**config.mk**
```make
export PLATFORM = sky130hd
export DESIGN_NAME = jtag_tap_port
export DESIGN_NICKNAME = d
export VERILOG_FILES = /design/src/rtl/tap_pkg.sv /design/src/rtl/tap_fsm.sv /design/src/rtl/tap_ir.sv /design/src/rtl/tap_dr.sv /design/src/rtl/jtag_tap_port.sv
export SDC_FILE = /design/constraint.sdc
export NUM_CORES = 1
export LEC_CHECK = 0
export BUFFER_PORTS_ARGS = -buffer_cell sky130_fd_sc_hd__buf_4
export CORE_MARGIN = 2
export CORE_UTILIZATION = 55
export DETAILED_ROUTE_END_ITERATION = 8
export GPL_ROUTABILITY_DRIVEN = 0
export PLACE_DENSITY = 0.73
export RECOVER_POWER = 25
export SLEW_MARGIN = 20
export SYNTH_ARGS = -nofsm -noshare
export SYNTH_HDL_FRONTEND = slang
export SYNTH_SLANG_ARGS = --single-unit
export TNS_END_PERCENT = 50
```
**constraint.sdc**
```tcl
create_clock -name tck -period 4.27 [get_ports tck]
set_input_delay 0.2135 -clock tck [delete_from_list [all_inputs] [get_ports tck]]
set_output_delay 0.2135 -clock tck [all_outputs]
set_load 0.02 [all_outputs]
```
**src/rtl/tap_pkg.sv**
```systemverilog
`timescale 1ns/1ps
package tap_pkg;

   localparam int IR_BITS = 5;
   localparam int ID_BITS = 32;

   typedef enum logic [3:0] {
      ST_RESET,
      ST_IDLE,
      ST_SEL_DR,
      ST_CAP_DR,
      ST_SH_DR,
      ST_EX1_DR,
      ST_PAU_DR,
      ST_EX2_DR,
      ST_UPD_DR,
      ST_SEL_IR,
      ST_CAP_IR,
      ST_SH_IR,
      ST_EX1_IR,
      ST_PAU_IR,
      ST_EX2_IR,
      ST_UPD_IR
   } tap_state_e;

   typedef logic [IR_BITS-1:0] ir_code_t;

   localparam ir_code_t OP_PINDRIVE = 5'b00000;
   localparam ir_code_t OP_SAMPLE   = 5'b00001;
   localparam ir_code_t OP_IDENT    = 5'b00010;
   localparam ir_code_t OP_FLOAT    = 5'b00011;
   localparam ir_code_t OP_BYPASS   = 5'b11111;

   localparam ir_code_t IR_CAPTURE_VAL = 5'b00001;

   typedef enum logic [1:0] {
      DR_BYPASS,
      DR_IDENT,
      DR_BOUNDARY
   } dr_sel_e;

endpackage

```
**src/rtl/tap_fsm.sv**
```systemverilog
`timescale 1ns/1ps
module tap_fsm
   import tap_pkg::*;
(
   input  logic       tck,
   input  logic       rst_n,
   input  logic       tms,
   output tap_state_e state,
   output logic       in_reset,
   output logic       cap_ir,
   output logic       sh_ir,
   output logic       upd_ir,
   output logic       cap_dr,
   output logic       sh_dr,
   output logic       upd_dr
);

   tap_state_e nxt;

   always_ff @(posedge tck or negedge rst_n) begin
      if (!rst_n) state <= ST_RESET;
      else        state <= nxt;
   end

   always_comb begin
      nxt = state;
      unique case (state)
         ST_RESET:  nxt = tms ? ST_RESET  : ST_IDLE;
         ST_IDLE:   nxt = tms ? ST_SEL_DR : ST_IDLE;
         ST_SEL_DR: nxt = tms ? ST_SEL_IR : ST_CAP_DR;
         ST_CAP_DR: nxt = tms ? ST_EX1_DR : ST_SH_DR;
         ST_SH_DR:  nxt = tms ? ST_EX1_DR : ST_SH_DR;
         ST_EX1_DR: nxt = tms ? ST_UPD_DR : ST_PAU_DR;
         ST_PAU_DR: nxt = tms ? ST_EX2_DR : ST_PAU_DR;
         ST_EX2_DR: nxt = tms ? ST_UPD_DR : ST_SH_DR;
         ST_UPD_DR: nxt = tms ? ST_SEL_DR : ST_IDLE;
         ST_SEL_IR: nxt = tms ? ST_RESET  : ST_CAP_IR;
         ST_CAP_IR: nxt = tms ? ST_EX1_IR : ST_SH_IR;
         ST_SH_IR:  nxt = tms ? ST_EX1_IR : ST_SH_IR;
         ST_EX1_IR: nxt = tms ? ST_UPD_IR : ST_PAU_IR;
         ST_PAU_IR: nxt = tms ? ST_EX2_IR : ST_PAU_IR;
         ST_EX2_IR: nxt = tms ? ST_UPD_IR : ST_SH_IR;
         ST_UPD_IR: nxt = tms ? ST_SEL_DR : ST_IDLE;
         default:   nxt = ST_RESET;
      endcase
   end

   assign in_reset = (state == ST_RESET);
   assign cap_ir   = (state == ST_CAP_IR);
   assign sh_ir    = (state == ST_SH_IR);
   assign upd_ir   = (state == ST_UPD_IR);
   assign cap_dr   = (state == ST_CAP_DR);
   assign sh_dr    = (state == ST_SH_DR);
   assign upd_dr   = (state == ST_UPD_DR);

endmodule

```
**src/rtl/tap_ir.sv**
```systemverilog
`timescale 1ns/1ps
module tap_ir
   import tap_pkg::*;
(
   input  logic     tck,
   input  logic     rst_n,
   input  logic     tdi,
   input  logic     in_reset,
   input  logic     cap_ir,
   input  logic     sh_ir,
   input  logic     upd_ir,
   output ir_code_t ir_shift,
   output ir_code_t ir_active,
   output dr_sel_e  dr_sel,
   output logic     op_pindrive,
   output logic     op_float
);

   // shifter: capture a fixed pattern, then move toward bit 0
   always_ff @(posedge tck or negedge rst_n) begin
      if (!rst_n)      ir_shift <= IR_CAPTURE_VAL;
      else if (cap_ir) ir_shift <= IR_CAPTURE_VAL;
      else if (sh_ir)  ir_shift <= {tdi, ir_shift[IR_BITS-1:1]};
   end

   // active instruction changes on the falling edge
   always_ff @(negedge tck or negedge rst_n) begin
      if (!rst_n)        ir_active <= OP_IDENT;
      else if (in_reset) ir_active <= OP_IDENT;
      else if (upd_ir)   ir_active <= ir_shift;
   end

   always_comb begin
      case (ir_active)
         OP_PINDRIVE, OP_SAMPLE: dr_sel = DR_BOUNDARY;
         OP_IDENT:               dr_sel = DR_IDENT;
         OP_FLOAT, OP_BYPASS:    dr_sel = DR_BYPASS;
         default:                dr_sel = DR_BYPASS;
      endcase
   end

   assign op_pindrive = (ir_active == OP_PINDRIVE);
   assign op_float    = (ir_active == OP_FLOAT);

endmodule

```
**src/rtl/tap_dr.sv**
```systemverilog
`timescale 1ns/1ps
module tap_dr
   import tap_pkg::*;
#(
   parameter logic [3:0]  VERSION  = 4'h0,
   parameter logic [15:0] PART_NUM = 16'h05D0,
   parameter logic [10:0] MFR_ID   = 11'h001
)(
   input  logic    tck,
   input  logic    rst_n,
   input  logic    tdi,
   input  logic    cap_dr,
   input  logic    sh_dr,
   input  logic    sh_ir,
   input  dr_sel_e dr_sel,
   input  logic    ir_lsb,
   input  logic    bsr_tdo,
   output logic    tdo,
   output logic    tdo_en
);

   localparam logic [ID_BITS-1:0] ID_WORD = {VERSION, PART_NUM, MFR_ID, 1'b1};

   logic               byp_q;
   logic [ID_BITS-1:0] id_q;
   logic               tdo_d;

   always_ff @(posedge tck or negedge rst_n) begin
      if (!rst_n)      byp_q <= 1'b0;
      else if (cap_dr) byp_q <= 1'b0;
      else if (sh_dr)  byp_q <= tdi;
   end

   for (genvar i = 0; i < ID_BITS; i++) begin : g_id
      logic feed;
      if (i == ID_BITS - 1) begin : g_top
         assign feed = tdi;
      end else begin : g_mid
         assign feed = id_q[i+1];
      end
      always_ff @(posedge tck or negedge rst_n) begin
         if (!rst_n)      id_q[i] <= ID_WORD[i];
         else if (cap_dr) id_q[i] <= ID_WORD[i];
         else if (sh_dr)  id_q[i] <= feed;
      end
   end

   always_comb begin
      tdo_d = tdo;
      if (sh_ir) begin
         tdo_d = ir_lsb;
      end else if (sh_dr) begin
         case (dr_sel)
            DR_BOUNDARY: tdo_d = bsr_tdo;
            DR_IDENT:    tdo_d = id_q[0];
            default:     tdo_d = byp_q;
         endcase
      end
   end

   always_ff @(negedge tck or negedge rst_n) begin
      if (!rst_n) begin
         tdo    <= 1'b0;
         tdo_en <= 1'b0;
      end else begin
         tdo    <= tdo_d;
         tdo_en <= sh_ir | sh_dr;
      end
   end

endmodule

```
**src/rtl/jtag_tap_port.sv**
```systemverilog
`timescale 1ns/1ps
module jtag_tap_port
   import tap_pkg::*;
#(
   parameter logic [3:0]  VERSION  = 4'h0,
   parameter logic [15:0] PART_NUM = 16'h05D0,
   parameter logic [10:0] MFR_ID   = 11'h001,
   parameter bit          HAS_TRST = 1'b1
)(
   input  logic tck,
   input  logic trst_n,
   input  logic tms,
   input  logic tdi,
   input  logic dev_rst_n,
   input  logic bsr_tdo,
   output logic tdo,
   output logic tdo_en,
   output logic bsr_sel,
   output logic bsr_capture,
   output logic bsr_shift,
   output logic bsr_update,
   output logic bsr_mode,
   output logic out_float,
   output logic test_sticky
);

   if (MFR_ID == 11'h07F) begin : g_bad_mfr
      $error("MFR_ID 7F is reserved and cannot be used");
   end
   if (IR_BITS != 5) begin : g_bad_ir
      $error("instruction map assumes a 5-bit register");
   end

   logic tap_rst_n;
   if (HAS_TRST) begin : g_trst
      assign tap_rst_n = trst_n;
   end else begin : g_no_trst
      assign tap_rst_n = 1'b1;
   end

   tap_state_e fsm_state;
   logic       in_reset, cap_ir, sh_ir, upd_ir, cap_dr, sh_dr, upd_dr;
   ir_code_t   ir_shift, ir_active;
   dr_sel_e    dr_sel;
   logic       op_pindrive, op_float;
   logic       sticky_q;

   tap_fsm u_fsm (
      .tck      (tck),
      .rst_n    (tap_rst_n),
      .tms      (tms),
      .state    (fsm_state),
      .in_reset (in_reset),
      .cap_ir   (cap_ir),
      .sh_ir    (sh_ir),
      .upd_ir   (upd_ir),
      .cap_dr   (cap_dr),
      .sh_dr    (sh_dr),
      .upd_dr   (upd_dr)
   );

   tap_ir u_ir (
      .tck         (tck),
      .rst_n       (tap_rst_n),
      .tdi         (tdi),
      .in_reset    (in_reset),
      .cap_ir      (cap_ir),
      .sh_ir       (sh_ir),
      .upd_ir      (upd_ir),
      .ir_shift    (ir_shift),
      .ir_active   (ir_active),
      .dr_sel      (dr_sel),
      .op_pindrive (op_pindrive),
      .op_float    (op_float)
   );

   tap_dr #(
      .VERSION  (VERSION),
      .PART_NUM (PART_NUM),
      .MFR_ID   (MFR_ID)
   ) u_dr (
      .tck     (tck),
      .rst_n   (tap_rst_n),
      .tdi     (tdi),
      .cap_dr  (cap_dr),
      .sh_dr   (sh_dr),
      .sh_ir   (sh_ir),
      .dr_sel  (dr_sel),
      .ir_lsb  (ir_shift[0]),
      .bsr_tdo (bsr_tdo),
      .tdo     (tdo),
      .tdo_en  (tdo_en)
   );

   assign bsr_sel     = (dr_sel == DR_BOUNDARY);
   assign bsr_capture = bsr_sel & cap_dr;
   assign bsr_shift   = bsr_sel & sh_dr;
   assign bsr_update  = bsr_sel & upd_dr;
   assign bsr_mode    = op_pindrive;
   assign out_float   = op_float;

   // sticky test flag: only the device reset clears it
   always_ff @(posedge tck or negedge dev_rst_n) begin
      if (!dev_rst_n)       sticky_q <= 1'b0;
      else if (op_pindrive) sticky_q <= 1'b1;
   end

   assign test_sticky = sticky_q | (op_pindrive & dev_rst_n);

endmodule

```
==> results.py, run 1 <==
metrics = {
    "setup_path": {
        "crit_type": "reg2out",
        "max_stage_delay_ns": 0.57,
        "cp_data_required_time_ns": 4.06,
        "path_buf_inv": 1,
        "cp_top_family": "flip-flops",
        "cp-start-kind": "flip-flop",
        "crit_path_cell_trace": "nand2_1 > or2_2 > ha_2 > nor4b_1 > buf_4",
        "slowest_stage": "dfstp_2",
        "rr_worst_depth": 3,
        "cp-end-kind": "output pin",
        "critPathArrivalTime_ns": 3.94,
        "worstPathMaxFanout": 5,
        "crit_cells": 5,
    },
    "finish": {
        "fin_util_pct": 64.01,
        "fin_area_sq_um": 2579,
        "diodes": 0,
        "layoutNonFillerInstCount": 321,
        "fin_nets": 278,
        "final_layout_size_suffix_gt1_share_pct": 17.34,
        "syn_to_final_growth_pct": 10.99,
    },
    "hold_path": {
        "hold_depth": 3,
        "hp-class": "in2reg",
    },
    "clocking": {
        "cts.htree.levels": 2,
        "clock_latency_ns": 0.35,
        "cts_setup_buffers": 0,
        "ctsLongestPathBuffers": 2,
        "numCtsBuffers": 5,
        "cts.clk_slew.worst_paths_ns": 0.08,
        "root_buffer": "clkbuf_8",
        "cts_sinks": 49,
        "cts_tree": "done",
    },
    "synthesis": {
        "yosysMostFrequentCell": "nand2_1",
        "synth_cells": 258,
        "ys_seq_area_share_pct": 53.26,
        "ys_top_cells_by_area": "dfrtp_1 (37%), nand2_1 (12%), dfstp_2 (10%)",
        "synth_edf_count": 0,
        "synth_ff_type": "dfrtp_1",
        "synth_fp_nets": 266,
        "synth_cell_types": 43,
        "yosysWarnings": 0,
        "syn_avg_cell_area_sq_um": 9.006,
        "synth_area_sq_um": 2323,
        "netlist_top_cells_count": "nand2_1 (76), dfrtp_1 (34), a21oi_1 (31)",
        "synth-async-reset-ratio_pct": 100.0,
        "synth-seq-cells": 49,
        "netlist.area_leader.share_pct": 36.62,
        "synth_top_area_cell": "dfrtp_1",
    },
    "grt": {
        "grt_max_degree": 38,
        "grt_overflow": 0,
        "antenna_found_initial": 0,
        "track_usage_pct": 21.61,
        "grt_pass1_wl_um": 7514,
        "grt_pass1_vias": 1611,
    },
    "routing": {
        "routedWlPerCell_um": 13.73,
        "drt_pass1_iterations": 4,
        "postRouteAntennaNets": 0,
        "dr.first_iter.drc_count": 187,
        "finalWirelength_um": 4406,
        "drc_errors": 0,
        "vias_per_cell": 5.523,
        "vias": 1773,
    },
    "die": {
        "rows": 23,
        "initial_core_util_pct": 57.67,
        "design.core.area_sq_um": 4029,
        "die_w_um": 69.00,
        "pin_count": 15,
        "die-area_sq_um": 4760,
        "die_h_um": 69.00,
    },
    "sta": {
        "rsz0062_at_grt": "no",
        "holdWs_ns": 0.1715,
        "tns_ns": 0,
        "tightest_slew_ns": 0.7209,
        "finalHoldViolations": 0,
        "worst_slack_ns": 0.1145,
        "finalClockSkew_ns": 0.05396,
        "slew_headroom_pct": 51.74,
        "setup_viol": 0,
        "final-max-slew-violation-count": 0,
    },
    "power": {
        "ir_drop_v": 0.0004341,
        "p_per_area_nw_per_um2": 683.6,
        "total_power_mw": 1.763,
        "leakage_nw": 1.136,
    },
    "placed_design": {
        "placed_area_sq_um": 2452,
        "portBuffers": 14,
        "place_hpwl_um": 2833,
        "post-place-ws_ns": 0.3722,
        "dpl.cell_count": 311,
    },
    "job": {
        "maxCapViolations": 0,
    },
    "outcome": {
        "status": "completed",
    },
}
-- flip-flops by register name, summed over array words and instances (netlist names) --
| name | cells |
|---|---|
| u_fsm.state | 4 |
| u_dr.id_q | 1 |
| u_ir.ir_shift | 5 |
| sticky_q | 1 |
| u_dr.tdo_en | 1 |
| u_ir.ir_active | 5 |
| u_dr.tdo | 1 |
| u_dr.g_id.feed | 31 |
-- what timing repair did --
action | in CTS | in global routing
endpoints found under the hold margin | 27 | 0
hold buffers | 2 | 0
setup endpoints to repair | 1 | 3
pin swaps | 0 | 1
resized for setup | 1 | 3
-- layout make-up --
type	count	area [sq um]
clock buffers	6	72.57
clock inverters	3	18.77
fillers	343	1450
inverters	6	22.52
multi-input cells	183	983.4
flip-flops and latches	49	1237
well taps	50	62.56
repair buffers	24	181.4
-- report_power, final --
| part | internal (mW) | switching, mW | leakage (nW) | total (mW) |
|---|---|---|---|---|
| sequential | 0.642 | 0.162 | 0.632 | 0.804 |
| clock | 0.117 | 0.157 | 0.0428 | 0.274 |
| combinational | 0.305 | 0.380 | 0.461 | 0.685 |
| total | 1.06 | 0.699 | 1.14 | 1.76 |
-- worst reg2reg max path: cells and delay by family, from the launching register on --
family / cells / cell delay [ns]
AO/OA/AOI/OAI: 1 / 0.27
AND/OR/NAND/NOR: 2 / 0.43
flip-flops: 1 / 0.72
-- path summary, 6_finish.rpt --
path,startpoint,endpoint,slack [ns]
max,u_ir.ir_active[1],bsr_update,0.11
min,tdi,u_dr.g_id[30].feed,0.17
max reg2reg,u_fsm.state[0],u_ir.ir_active[4],0.57
min reg2reg,u_dr.g_id[16].feed,u_dr.g_id[15].feed,0.47
max in group asynchronous,trst_n,u_ir.ir_active[1],1.41
min in group asynchronous,dev_rst_n,sticky_q,0.21
-- metal layers --
metal | GRT usage (%) | vias to the layer above | share of wire (%)
met1 | 29.44 | 844 | 49
met3 | 4.545 | 8 | 3.2
li1 | - | 899 | -
met4 | 12.99 | 0 | 2.0
met2 | 31.61 | 22 | 46
met5 | 0 | - | 0
-- cells in the final DEF (no fill, tap or decap), types with 3 or more instances in the layout --
master	count
a21oi_1	31
buf_4	21
clkbuf_8	5
dfrtn_1	6
dfrtp_1	34
dfstp_2	9
inv_1	7
nand2_1	76
nand3_1	8
nor2_1	9
o21ai_0	14
o22ai_1	4
or2_2	3
-- cell families after synthesis --
| logic type | count (synthesis) | share of synthesized area (%) |
|---|---|---|
| buffers and inverters | 26 | 6.031 |
| AOI/OAI and AO/OA | 60 | 14.81 |
| xor gates and xnor gates | 1 | 0.3770 |
| adders and majority gates | 2 | 1.077 |
| DFF | 49 | 53.26 |
| muxes | 1 | 0.4308 |
| and+or+nand+nor | 119 | 24.02 |
Power figures use the tool's default switching activity.
==> run 2, diff against run 1 <==
MAX_ROUTING_LAYER = met4   (was not set)
==> results.py, run 2 (same netlist as run 1, synthesis figures left out) <==
metrics = {
    "die": {
        "rows": 23,
        "die_h_um": 69.00,
        "die-area_sq_um": 4760,
        "pin_count": 15,
        "initial_core_util_pct": 57.67,
        "die_w_um": 69.00,
        "design.core.area_sq_um": 4029,
    },
    "routing": {
        "drt_pass1_iterations": 4,
        "drc_errors": 0,
        "vias": 1782,
        "finalWirelength_um": 4425,
        "postRouteAntennaNets": 0,
        "routedWlPerCell_um": 13.79,
        "vias_per_cell": 5.551,
        "dr.first_iter.drc_count": 205,
    },
    "sta": {
        "tightest_slew_ns": 0.7180,
        "setup_viol": 0,
        "holdWs_ns": 0.1709,
        "slew_headroom_pct": 51.93,
        "tns_ns": 0,
        "finalHoldViolations": 0,
        "finalClockSkew_ns": 0.05571,
        "rsz0062_at_grt": "no",
        "final-max-slew-violation-count": 0,
    },
    "finish": {
        "fin_nets": 278,
        "layout_commonest_cell": "nand2_1",
        "syn_to_final_growth_pct": 10.99,
        "fin_area_sq_um": 2579,
        "diodes": 0,
        "final_layout_size_suffix_gt1_share_pct": 17.34,
        "seqCellArea_sq_um": 1237,
        "layout_common_cells": "nand2_1 (76), dfrtp_1 (34), a21oi_1 (31)",
        "largest_register_ffs": 31,
        "fillers": 343,
        "multiInputGateArea_sq_um": 983.4,
    },
    "power": {
        "seq_power_share_pct": 45.6,
        "total_power_mw": 1.765,
        "intPower_mw": 1.064,
        "pwr-share-clk_pct": 15.6,
        "swShare_pct": 39.74,
        "power.switching_mw": 0.7014,
        "leakage_nw": 1.136,
        "combPwrFrac_pct": 38.8,
        "p_per_area_nw_per_um2": 684.4,
        "ir_drop_v": 0.0004329,
    },
    "grt": {
        "grt_pass1_vias": 1608,
        "grt_overflow": 0,
        "grt_max_degree": 38,
        "track_usage_pct": 22.16,
        "antenna_found_initial": 0,
        "grt_pass1_wl_um": 7514,
    },
    "setup_path": {
        "r2r_slack_ns": 0.57,
        "worstPathMaxFanout": 5,
        "crit_path_cell_trace": "nand2_1 > or2_2 > ha_2 > nor4b_1 > buf_4",
        "reg2reg_from": "u_fsm.state[0]",
        "cp-end-kind": "output pin",
        "slowest_stage": "dfstp_2",
        "critPathLaunch": "u_ir.ir_active[1]",
        "r2r_end": "u_ir.ir_active[4]",
        "cp-start-kind": "flip-flop",
        "cp-endpoint": "bsr_update",
        "cp_data_required_time_ns": 4.06,
        "crit_type": "reg2out",
        "max_stage_delay_ns": 0.57,
        "rr_worst_depth": 3,
        "critPathArrivalTime_ns": 3.95,
    },
    "hold_path": {
        "hold_depth": 3,
        "hp-class": "in2reg",
    },
    "clocking": {
        "clock_latency_ns": 0.35,
        "cts.clk_slew.worst_paths_ns": 0.09,
        "numCtsBuffers": 5,
        "cts_setup_buffers": 0,
        "ctsLongestPathBuffers": 2,
        "cts.htree.levels": 2,
        "root_buffer": "clkbuf_8",
        "cts_sinks": 49,
        "cts_tree": "done",
    },
    "placed_design": {
        "portBuffers": 14,
        "placed_area_sq_um": 2452,
        "place_hpwl_um": 2833,
    },
    "outcome": {
        "status": "completed",
    },
    "job": {
        "maxCapViolations": 0,
    },
}
run 2: cell counts in the layout (fill, tap and decap cells not counted):
Identical to the previous run, type by type.
run 2: what timing repair did:
| item | in CTS | in global routing |
|---|---|---|
| resized for setup | 1 | 3 |
| pin swaps | 0 | 1 |
| gates cloned | 0 | 0 |
| hold buffers | 2 | 0 |
| endpoints found under the hold margin | 27 | 0 |
| setup endpoints to repair | 1 | 3 |
run 2: how the worst min path moves through the flow:
stage / start / endpoint
detailed placement: dev_rst_n / sticky_q
global route: tdi / u_dr.g_id[30].feed
floorplan: dev_rst_n / sticky_q
global placement: dev_rst_n / sticky_q
finish: tdi / u_dr.g_id[30].feed
CTS: tdi / u_dr.g_id[30].feed
run 2: power groups by stage:
stage | sequential [mW] | clock [mW] | combinational [mW]
2_1_floorplan | 0.736 | 0.00293 | 0.574
3_3_place_gp | 0.799 | 0.00293 | 0.662
3_5_place_dp | 0.805 | 0.00293 | 0.672
4_1_cts | 0.798 | 0.286 | 0.679
5_1_grt | 0.833 | 0.309 | 0.772
6_report | 0.805 | 0.275 | 0.685
run 2: final cells by class:
class / count / area share, %
Clock inverter: 3 / 0.7278
Sequential cell: 49 / 47.99
Inverter: 6 / 0.8734
Tap cell: 50 / 2.426
Timing Repair Buffer: 24 / 7.035
Clock buffer: 6 / 2.814
Multi-Input combinational cell: 183 / 38.14
run 2: stage by stage:
stage	worst slack, ns	utilization (%)	cells
after floorplan	0.08802	-	258
after global placement	0.3803	60.87	311
after detailed placement	0.3722	60.87	311
after CTS	0.02567	63.70	321
after global routing	0.02351	64.01	321
final	0.1102	64.01	321
run 2: worst max-delay path, delay by kind of cell (launching register included):
family,cells,cell delay [ns]
buffers and inverters,1,0.19
AND/OR/NAND/NOR,3,0.51
flip-flops,1,0.57
adder cells (fa/ha/maj),1,0.20
run 2: metal layers:
metal  part of all wire [%]  wire length [um]  vias up  track usage [%]
met1                     49              2153      843            29.23
met5                      0                 0        -                -
met3                    3.4               152        8            4.221
met2                     46              2034       32            31.85
met4                    1.9                86        0            12.99
li1                       -                 -      899                -
